===== config.mk =====
export PLATFORM = sky130hd
export DESIGN_NAME = blank_gated_timer
export DESIGN_NICKNAME = d
export VERILOG_FILES = /design/src/rtl/bgt_pkg.sv /design/src/rtl/bgt_ctrl.sv /design/src/rtl/bgt_datapath.sv /design/src/rtl/blank_gated_timer.sv
export SDC_FILE = /design/constraint.sdc
export NUM_CORES = 1
export LEC_CHECK = 0
export ABC_AREA = 1
export BUFFER_PORTS_ARGS = -buffer_cell sky130_fd_sc_hd__buf_2
export CORE_UTILIZATION = 45
export DETAILED_ROUTE_END_ITERATION = 7
export PLACE_DENSITY = 0.68
export SLEW_MARGIN = 20
export SYNTH_ARGS = -nofsm -noshare
export SYNTH_HDL_FRONTEND = slang
export SYNTH_HIERARCHICAL = 1
export SYNTH_SLANG_ARGS = --single-unit
export TNS_END_PERCENT = 30

===== constraint.sdc =====
create_clock -name clk -period 3.7 [get_ports clk]
set_input_delay 0.74 -clock clk [delete_from_list [all_inputs] [get_ports clk]]
set_output_delay 0.74 -clock clk [all_outputs]
set_load 0.02 [all_outputs]

===== src/rtl/bgt_pkg.sv =====
`timescale 1ns/1ps
package bgt_pkg;
  typedef enum logic [1:0] {
    SRC_BUS    = 2'd0,
    SRC_DIV16  = 2'd1,
    SRC_DIV256 = 2'd2,
    SRC_HBLANK = 2'd3
  } clk_sel_e;

  typedef enum logic [1:0] {
    GM_LEVEL     = 2'd0,
    GM_CLR_START = 2'd1,
    GM_CLR_END   = 2'd2,
    GM_CLR_BOTH  = 2'd3
  } gate_mode_e;

  // Packed MSB first: ovfIe is bit 9, clkSel is bits 1:0
  typedef struct packed {
    logic       ovfIe;
    logic       tgtIe;
    logic       cntEn;
    logic       zeroRet;
    gate_mode_e gateMode;
    logic       gateSrc;
    logic       gateEn;
    clk_sel_e   clkSel;
  } mode_t;

  // Control to datapath strobes
  typedef struct packed {
    logic inc;
    logic clr;
  } strobe_t;

  localparam logic [1:0] ADDR_COUNT  = 2'd0;
  localparam logic [1:0] ADDR_MODE   = 2'd1;
  localparam logic [1:0] ADDR_TARGET = 2'd2;
  localparam logic [1:0] ADDR_HOLD   = 2'd3;
endpackage


===== src/rtl/bgt_ctrl.sv =====
`timescale 1ns/1ps
module bgt_ctrl
  import bgt_pkg::*;
#(
  parameter int PRE_W   = 8,
  parameter int MID_LOG = 4
) (
  input  logic    clk,
  input  logic    rstN,
  input  logic    hblank,
  input  logic    vblank,
  input  mode_t   mode,
  input  logic    modeWr,
  input  logic    busy,
  output strobe_t stb
);
  localparam logic [PRE_W-1:0] MID_MASK = PRE_W'((1 << MID_LOG) - 1);

  logic             hbPrev, vbPrev;
  logic [PRE_W-1:0] pre;
  logic             hbRise, gateLvl, gatePrev, gRise, gFall;
  logic             tick, dead, levelOk, clrEv, live;
  logic             unusedMode;

  assign unusedMode = mode.zeroRet ^ mode.tgtIe ^ mode.ovfIe;

  always_ff @(posedge clk) begin
    if (!rstN) begin
      hbPrev <= 1'b0;
      vbPrev <= 1'b0;
      pre    <= '0;
    end else begin
      hbPrev <= hblank;
      vbPrev <= vblank;
      pre    <= modeWr ? '0 : pre + 1'b1;
    end
  end

  assign hbRise   = hblank & ~hbPrev;
  assign gateLvl  = mode.gateSrc ? vblank : hblank;
  assign gatePrev = mode.gateSrc ? vbPrev : hbPrev;
  assign gRise    = gateLvl & ~gatePrev;
  assign gFall    = ~gateLvl & gatePrev;

  always_comb begin
    unique case (mode.clkSel)
      SRC_BUS:    tick = 1'b1;
      SRC_DIV16:  tick = ((pre & MID_MASK) == MID_MASK);
      SRC_DIV256: tick = &pre;
      default:    tick = hbRise;
    endcase
  end

  always_comb begin
    clrEv = 1'b0;
    if (mode.gateEn) begin
      unique case (mode.gateMode)
        GM_CLR_START: clrEv = gRise;
        GM_CLR_END:   clrEv = gFall;
        GM_CLR_BOTH:  clrEv = gRise | gFall;
        default:      clrEv = 1'b0;
      endcase
    end
  end

  assign dead    = mode.gateEn & ~mode.gateSrc & (mode.clkSel == SRC_HBLANK);
  assign levelOk = !(mode.gateEn && mode.gateMode == GM_LEVEL && gateLvl);
  assign live    = mode.cntEn & ~dead & ~busy;

  assign stb.clr = live & clrEv;
  assign stb.inc = live & tick & levelOk & ~clrEv;
endmodule


===== src/rtl/bgt_datapath.sv =====
`timescale 1ns/1ps
module bgt_datapath
  import bgt_pkg::*;
#(
  parameter int CNT_W    = 16,
  parameter bit HAS_HOLD = 1'b1
) (
  input  logic             clk,
  input  logic             rstN,
  input  strobe_t          stb,
  input  logic             regWe,
  input  logic [1:0]       regAddr,
  input  logic [31:0]      regWdata,
  output logic [31:0]      regRdata,
  output mode_t            modeQ,
  output logic [CNT_W-1:0] countQ,
  output logic             tgtFlagQ,
  output logic             ovfFlagQ,
  output logic             irq
);
  localparam logic [CNT_W-1:0] MAXV = '1;
  localparam int PAD_W = 32 - CNT_W;

  logic [CNT_W-1:0] targetQ, holdVal, wdVal;
  logic             armedQ;
  logic [CNT_W-1:0] nCount;
  logic             nArmed, nTgtF, nOvfF, newFlag;
  logic             unusedHi;

  assign wdVal    = regWdata[CNT_W-1:0];
  assign unusedHi = ^regWdata[31:CNT_W];

  // Event update: clear wins, then tick with wrap, then target test
  always_comb begin
    nCount  = countQ;
    nArmed  = armedQ;
    nTgtF   = tgtFlagQ;
    nOvfF   = ovfFlagQ;
    newFlag = 1'b0;
    if (stb.clr) begin
      nCount = '0;
      nArmed = 1'b1;
    end else if (stb.inc) begin
      if (countQ == MAXV) begin
        nCount = '0;
        nArmed = 1'b1;
        if (modeQ.ovfIe) begin
          nOvfF   = 1'b1;
          newFlag = ~ovfFlagQ;
        end
      end else begin
        nCount = countQ + 1'b1;
      end
      if (nArmed && nCount >= targetQ) begin
        if (modeQ.tgtIe) begin
          nTgtF   = 1'b1;
          newFlag = newFlag | ~tgtFlagQ;
        end
        if (modeQ.zeroRet) nCount = nCount - targetQ;
        else               nArmed = 1'b0;
      end
    end
  end

  always_ff @(posedge clk) begin
    if (!rstN) begin
      countQ   <= '0;
      targetQ  <= MAXV;
      armedQ   <= 1'b1;
      modeQ    <= '0;
      tgtFlagQ <= 1'b0;
      ovfFlagQ <= 1'b0;
      irq      <= 1'b0;
    end else begin
      irq <= newFlag;
      if (regWe) begin
        unique case (regAddr)
          ADDR_COUNT: begin
            countQ <= wdVal;
            armedQ <= (wdVal < targetQ);
          end
          ADDR_MODE: begin
            modeQ    <= mode_t'(regWdata[9:0]);
            tgtFlagQ <= tgtFlagQ & ~regWdata[10];
            ovfFlagQ <= ovfFlagQ & ~regWdata[11];
          end
          ADDR_TARGET: begin
            targetQ <= wdVal;
            armedQ  <= (wdVal > countQ);
          end
          default: ;
        endcase
      end else begin
        countQ   <= nCount;
        armedQ   <= nArmed;
        tgtFlagQ <= nTgtF;
        ovfFlagQ <= nOvfF;
      end
    end
  end

  generate
    if (HAS_HOLD) begin : g_hold
      logic [CNT_W-1:0] holdQ;
      always_ff @(posedge clk) begin
        if (!rstN) holdQ <= '0;
        else if (regWe && regAddr == ADDR_HOLD) holdQ <= wdVal;
      end
      assign holdVal = holdQ;
    end else begin : g_noHold
      assign holdVal = '0;
    end
  endgenerate

  always_comb begin
    unique case (regAddr)
      ADDR_COUNT:  regRdata = {{PAD_W{1'b0}}, countQ};
      ADDR_MODE:   regRdata = {20'd0, ovfFlagQ, tgtFlagQ, modeQ};
      ADDR_TARGET: regRdata = {{PAD_W{1'b0}}, targetQ};
      default:     regRdata = {{PAD_W{1'b0}}, holdVal};
    endcase
  end
endmodule


===== src/rtl/blank_gated_timer.sv =====
`timescale 1ns/1ps
module blank_gated_timer
  import bgt_pkg::*;
#(
  parameter int CNT_W    = 16,
  parameter int PRE_W    = 8,
  parameter int MID_LOG  = 4,
  parameter bit HAS_HOLD = 1'b1
) (
  input  logic        clk,
  input  logic        rstN,
  input  logic        hblank,
  input  logic        vblank,
  input  logic        regWe,
  input  logic [1:0]  regAddr,
  input  logic [31:0] regWdata,
  output logic [31:0] regRdata,
  output logic        irq
);
  strobe_t          stb;
  mode_t            modeQ;
  logic [CNT_W-1:0] countQ;
  logic             tgtFlagQ, ovfFlagQ;
  logic             modeWr;

  assign modeWr = regWe && (regAddr == ADDR_MODE);

  bgt_ctrl #(.PRE_W(PRE_W), .MID_LOG(MID_LOG)) u_ctrl (
    .clk    (clk),
    .rstN   (rstN),
    .hblank (hblank),
    .vblank (vblank),
    .mode   (modeQ),
    .modeWr (modeWr),
    .busy   (regWe),
    .stb    (stb)
  );

  bgt_datapath #(.CNT_W(CNT_W), .HAS_HOLD(HAS_HOLD)) u_dp (
    .clk      (clk),
    .rstN     (rstN),
    .stb      (stb),
    .regWe    (regWe),
    .regAddr  (regAddr),
    .regWdata (regWdata),
    .regRdata (regRdata),
    .modeQ    (modeQ),
    .countQ   (countQ),
    .tgtFlagQ (tgtFlagQ),
    .ovfFlagQ (ovfFlagQ),
    .irq      (irq)
  );
endmodule


# Yosys cells after proc, flatten, opt, wreduce, memory -nomap -nowiden
# Cells that the tools add are included.
# word_totals
inputBits,39
romBits,0
mem_count,0
elab_cells,133
ram_bits,0
latchBits,0
ff_bits,72
# op_classes
add_sub_neg,3
shifts,0
n_mul,0
n_eq_ne,15
n_lt_le_gt_ge,3
div_mod_pow,0
bitwise_logic,28
n_mux,42
n_reduce_logical,24
# ops
op,n
2-to-1 mux 16 bit,9
case mux 16 bit (3 select lines),1
2-to-1 mux 1 bit,29
adder 16 x 1 -> 16 bit (second input constant),1
== test 16 bit (second input constant),1
>= comparator 16 bit,1
greater-than comparator 16 bit,1
< comparator 16 bit,1
subtractor 16 bit,1
AND 1 bit,13
NOT 1 bit,13
== test 2 bit (second input constant),6
AND reduction 5 bit,2
nonzero test 2 bit,5
adder 8 x 1 -> 8 bit (second input constant),1
AND reduction 2 bit,4
AND reduction 8 bit,1
== test 2 x 1 -> 1 bit (second input constant),3
logical NOT 2 bit,3
case mux 1 bit (3 select lines),2
logical AND 1 bit,5
== test 4 bit (second input constant),1
inequality test 2 x 1 -> 1 bit (second input constant),2
inequality test 3 x 1 -> 1 bit (second input constant),1
other kinds (7),8

# Depth between registers and ports, before layout
# logic_depth
depth_word,17
ltp_mapped,22
depth_no_buf,21

# Hierarchy
# Netlist, hierarchy kept.
# by_module_without_submodules
mod,cells_each,n_inst,seq_area_each_um2,area_each_um2
bgt_datapath,846,1,1241.2,5321.4
bgt_ctrl,86,1,200.2,568.0
blank_gated_timer,2,1,0.0,10.0

# Worst setup path before layout
# Ideal clock, no wire load.
# synth_timing
path_kind,reg-to-reg
from,register u_dp.countQ[0]
to,register u_dp.countQ[12]
required_ns,3.578
setup_time_ns,0.122
path_stages_with_launch,21
period_less_slack_ns,2.906
arrival_ns,2.785
n_path_buf,1
slack_ns,0.794
path_cell_list,dfxtp_1 > ha_1 > nand3_1 > inv_1 > nand2_2 > nor2_2 > clkinv_1 > nand3_1 > inv_1 > ha_1 > nand2_1 > inv_1 > nand2_1 > nand3_1 > a21oi_1 > nand2_4 > nand3_4 > buf_6 > nand2_1 > nand3_1 > a21oi_2
# synth_between
elab_chain_cells,10
elab_cells_between_ends,16
cone_classes,2 x add/sub; 1 x order compare; 1 x eq/ne; 11 x mux; 1 x reduce/logical
# synth_lines
item,line_no,text
"start, declared",bgt_datapath.sv:16,"output logic [CNT_W-1:0] countQ,"
"start signal, assigned",bgt_datapath.sv:79,countQ <= wdVal;
"start signal, assigned",bgt_datapath.sv:94,countQ <= nCount;
adder 16 x 1 -> 16 bit / == test 16 bit (equally long branches),"bgt_datapath.sv:52, bgt_datapath.sv:44",
2-to-1 mux 16 bit,bgt_datapath.sv:44,if (countQ == MAXV) begin
2-to-1 mux 16 bit,bgt_datapath.sv:43,end else if (stb.inc) begin
2-to-1 mux 16 bit,bgt_datapath.sv:40,if (stb.clr) begin
subtractor 16 bit / >= comparator 16 bit (equally long branches),"bgt_datapath.sv:59, bgt_datapath.sv:54",
2-to-1 mux 16 bit / logical AND 1 bit (equally long branches),"bgt_datapath.sv:59, bgt_datapath.sv:54",
2-to-1 mux 16 bit (*),bgt_datapath.sv:54,if (nArmed && nCount >= targetQ) begin
2-to-1 mux 16 bit (*),bgt_datapath.sv:43,
2-to-1 mux 16 bit (*),bgt_datapath.sv:40,
2-to-1 mux 16 bit (*),bgt_datapath.sv:76,if (regWe) begin
# Mark *: on every way between the ends. The rest lies on a longest branch, timed or not. The select of a mux whose other input is x is not followed.
# A chain may end at the register's enable or synchronous reset.

# Final worst setup path
# layout_timing
from,register u_dp.countQ[0]
to,register u_dp.countQ[14]
# Same word-level chain as after synthesis.

==> summary.md <==
| Metric | Value |
|---|---|
| Fmax | ~300 MHz |
| Die ar. | 13570 µm² |
| Clk buf depth | 2 |
| Most frequent cells in the layout | nand2_1 (245), inv_1 (137), a21oi_1 (81), nand3_1 (74), dfxtp_1 (71) |
| Status | complete, no violations |
| Hold Vio Cnt, Final | 0 |
| Footprint of the multi-input gates | around 3700 µm² |
| Sink Count | slightly above 70 |
| Pin count of the biggest net entering global routing | 42 |
| Vias in the first global route | roughly 5500 |
| CTS tree | built |
| Final-report max-slew violation count | 0 |
| Register area | 1443 µm² |
| EDFF count, synth | 0 |
| HPWL Detailed | between 10 and 15 mm |
| H-tree depth | 3 |
| Rows | 41 |
| RSZ-0062 raised after global routing | false |
| DRT met1 WL | ~8 mm |
| Post-Route Skew | ~5.7 ps |
| Crit Path Class | flip-flop to flip-flop |
| Layout Cells excl Fill | 1143 |
| Critical path's largest stage delay | 390 ps |
| First-pass GRT wire length | 27.47 mm |
| Delay-heaviest family, CP | simple AND/OR/NAND/NOR gates |
| Critical Path RT | 3970 ps |
| Hold/Removal Path Class | flip-flop to flip-flop |
| Clock-pin slew on the worst setup and hold paths | 60 ps |
| Fillers | 1332 |
| Die span in x | 116.5 µm |
| Power Density | 341.2 nW/µm² |
| Total Routing Usage GR | a little over a quarter |
| Mapped cell area | 5899 µm² |
| Most common cell after layout, fill and taps aside | nand2_1 |
| Worst Tran Pin Value | 694.2 ps |
| Core area | 12720 µm² |
| Buffers on Ports | 39 |
| DR iter-0 viols | a little under 500 |
| Setup crit end kind | flip-flop |
| Clk Latency, worst-skew pair | around 330 ps |
| R2r worst-path depth | 18 |
| Final cycle utilization of the critical path | 89.64% |
| Wire length on met3 | 934 µm |
| VDD IR max | 0.2530 mV |
| CTS Buf Count | 9 |
| Leading register cell type out of synthesis | dfxtp_1 |
| Gpl congestion | 0.9306 |
| Worst path slowest cell | dfxtp_2 |
| Average vias per placed instance | 5.331 |
| Setup bufs post-CTS | 0 |
| Pleak | 3.310 nW |
| Final setup vio count | 0 |
| Top post-synthesis cells by area | dfxtp_1 (24%), nand2_1 (16%), ha_1 (11%) |
| Initial antenna violation count | 0 |
| Worst EP arrival | 3580 ps |
| Largest area contributor in the netlist | dfxtp_1 |
| Yosys reg bits | 72 |
| Yosys cell types | 42 |
| Vias | 6093 |
| Routed length per instance | 14.47 µm |
| Critical Path Stages | 18 |
| Final wirelength | 16.54 mm |
| Post-synthesis cell count | 934 |
| CP most frequent cell | nand3_1 |
| Final Hold Slack | 458.1 ps |
| Crit path cell chain | ha_1 > nand3_1 > inv_1 > nand3_1 > inv_1 > nand3_1 > o21ai_1 > inv_1 > ha_1 > nand2_1 > nor2_1 > and2_1 > nand2_1 > nand2_4 > nand3_4 > nand2_1 > nand3_1 > a21oi_2 |
| DRC Markers | 0 |
| Clock Tree Root | clkbuf_16 |
| Pwr Total | 2.225 mW |
| CP Launch Type | flip-flop |
| Top-level I/O count | 72 |
| Minimum clock period | between 3000 and 4000 ps |
| Synth top area share | 24.43% |
| Area Overhead vs Synth | 10.56% |
| Global route total overflow | 0 |
| Overall die height | around 120 µm |
| Setup TNS after final layout | 0 ps |
| TritonRoute pass-1 iters | 6 |
| Met2 wire len | 7.464 mm |
| Slew HR | 53.55% |
| Starting density of the core | 46.37% |
| Cell total after placement | 1127 |
| Fraction of layout cells with a size suffix above 1 | 10.20% |
| Hold path depth | 1 |
| Area after DPL | 6212 µm² |
| NumNets Final | ~1100 |
| DR top layer | met4 |
| CP Buf/Inv Count | 3 |
| CP max FO | 15 |
| Register area share after synthesis | 24.43% |
| Fin area | 6523 µm² |
| Antenna Nets Post-Route | 0 |
| Yosys warnings | 6 |
| Max-cap violations | 0 |
| Diodes inserted | 0 |
| Mean Syn Cell Area | 6.316 µm² |
| FFs w/ async S/R, synth | 0% |
flip-flops by register name, summed over array words and instances (netlist names):
register and flops:
u_dp/countQ 16, u_dp/g_hold.holdQ 16, u_dp/targetQ 16, u_dp/modeQ 10
u_ctrl/pre 8, u_ctrl/hbPrev 1, u_ctrl/vbPrev 1, u_dp/armedQ 1
u_dp/irq 1, u_dp/ovfFlagQ 1, u_dp/tgtFlagQ 1
power by group:
part / internal, mW / leakage (nW) / switching, mW
Clock: 0.535 / 0.139 / 0.311
Sequential: 0.819 / 0.591 / 0.0368
Combinational: 0.173 / 2.58 / 0.350
cell usage after synthesis (all sizes together) (2+ instances only):
library cell / number
nand2: 251
inv: 139
a21oi: 93
nand3: 76
dfxtp: 72
o21ai: 59
nor2: 58
ha: 51
clkbuf: 23
buf: 21
nand4: 18
o211ai: 16
nor3: 15
o2111ai: 11
and2: 4
o221ai: 4
xor2: 4
clkinv: 3
nand3b: 3
xnor2: 3
o21a: 2
worst reg2reg max path, cell delays in order (launching register included):
cell     delay (ps)
dfxtp_2         390
ha_1            210
nand3_1         110
inv_1           170
nand3_1         190
inv_1           150
nand3_1         140
o21ai_1         210
inv_1            60
ha_1            350
nand2_1         100
nor2_1          200
and2_1          160
nand2_1         120
nand2_4         140
nand3_4         190
nand2_1         110
nand3_1         110
a21oi_2         150
final cells by class:
class	count	area share, %
Clock buffer	12	3.779
Timing Repair inverter	1	0.1151
Multi-Input combinational cell	691	57.47
Timing Repair Buffer	50	4.259
Tap cell	172	3.299
Clock inverter	3	0.6522
Sequential cell	72	22.12
Inverter	142	8.306
final timing paths:
| check | from | to | slack [ps] |
|---|---|---|---|
| setup / recovery | u_dp/countQ[0] | u_dp/countQ[14] | 380 |
| hold reg to reg | u_ctrl/pre[0] | u_ctrl/pre[0] | 460 |
| hold / removal | u_ctrl/pre[0] | u_ctrl/pre[0] | 460 |
| setup reg to reg | u_dp/countQ[0] | u_dp/countQ[14] | 380 |
kinds of logic after synthesis:
group / synth area share (%)
AO/OA/AOI/OAI: 18.73
XOR/XNOR: 1.039
adder cells (fa/ha/maj): 11.16
buffers and inverters: 13.17
flip-flops: 24.43
other: 0.06357
AND/OR/NAND/NOR: 31.41
metal layers:
layer,up-vias,track usage (%)
li1,3123,-
met1,2756,35.68
met2,193,42.76
met3,21,4.100
met4,0,6.667
met5,-,0
through the flow:
stage | util, % | worst slack, ps
finish | 51.27 | 383.4
global route | 51.27 | 60.52
CTS | 51.10 | 263.1
detailed placement | 48.83 | 285.7
global placement | 48.83 | 332.9
floorplan | - | 793.7
what timing repair did:
action                     in CTS  in global routing
hold buffers                    0                  0
resized for setup               0                  6
setup endpoints to repair       0                 18
(Power assumes the default switching activity.)
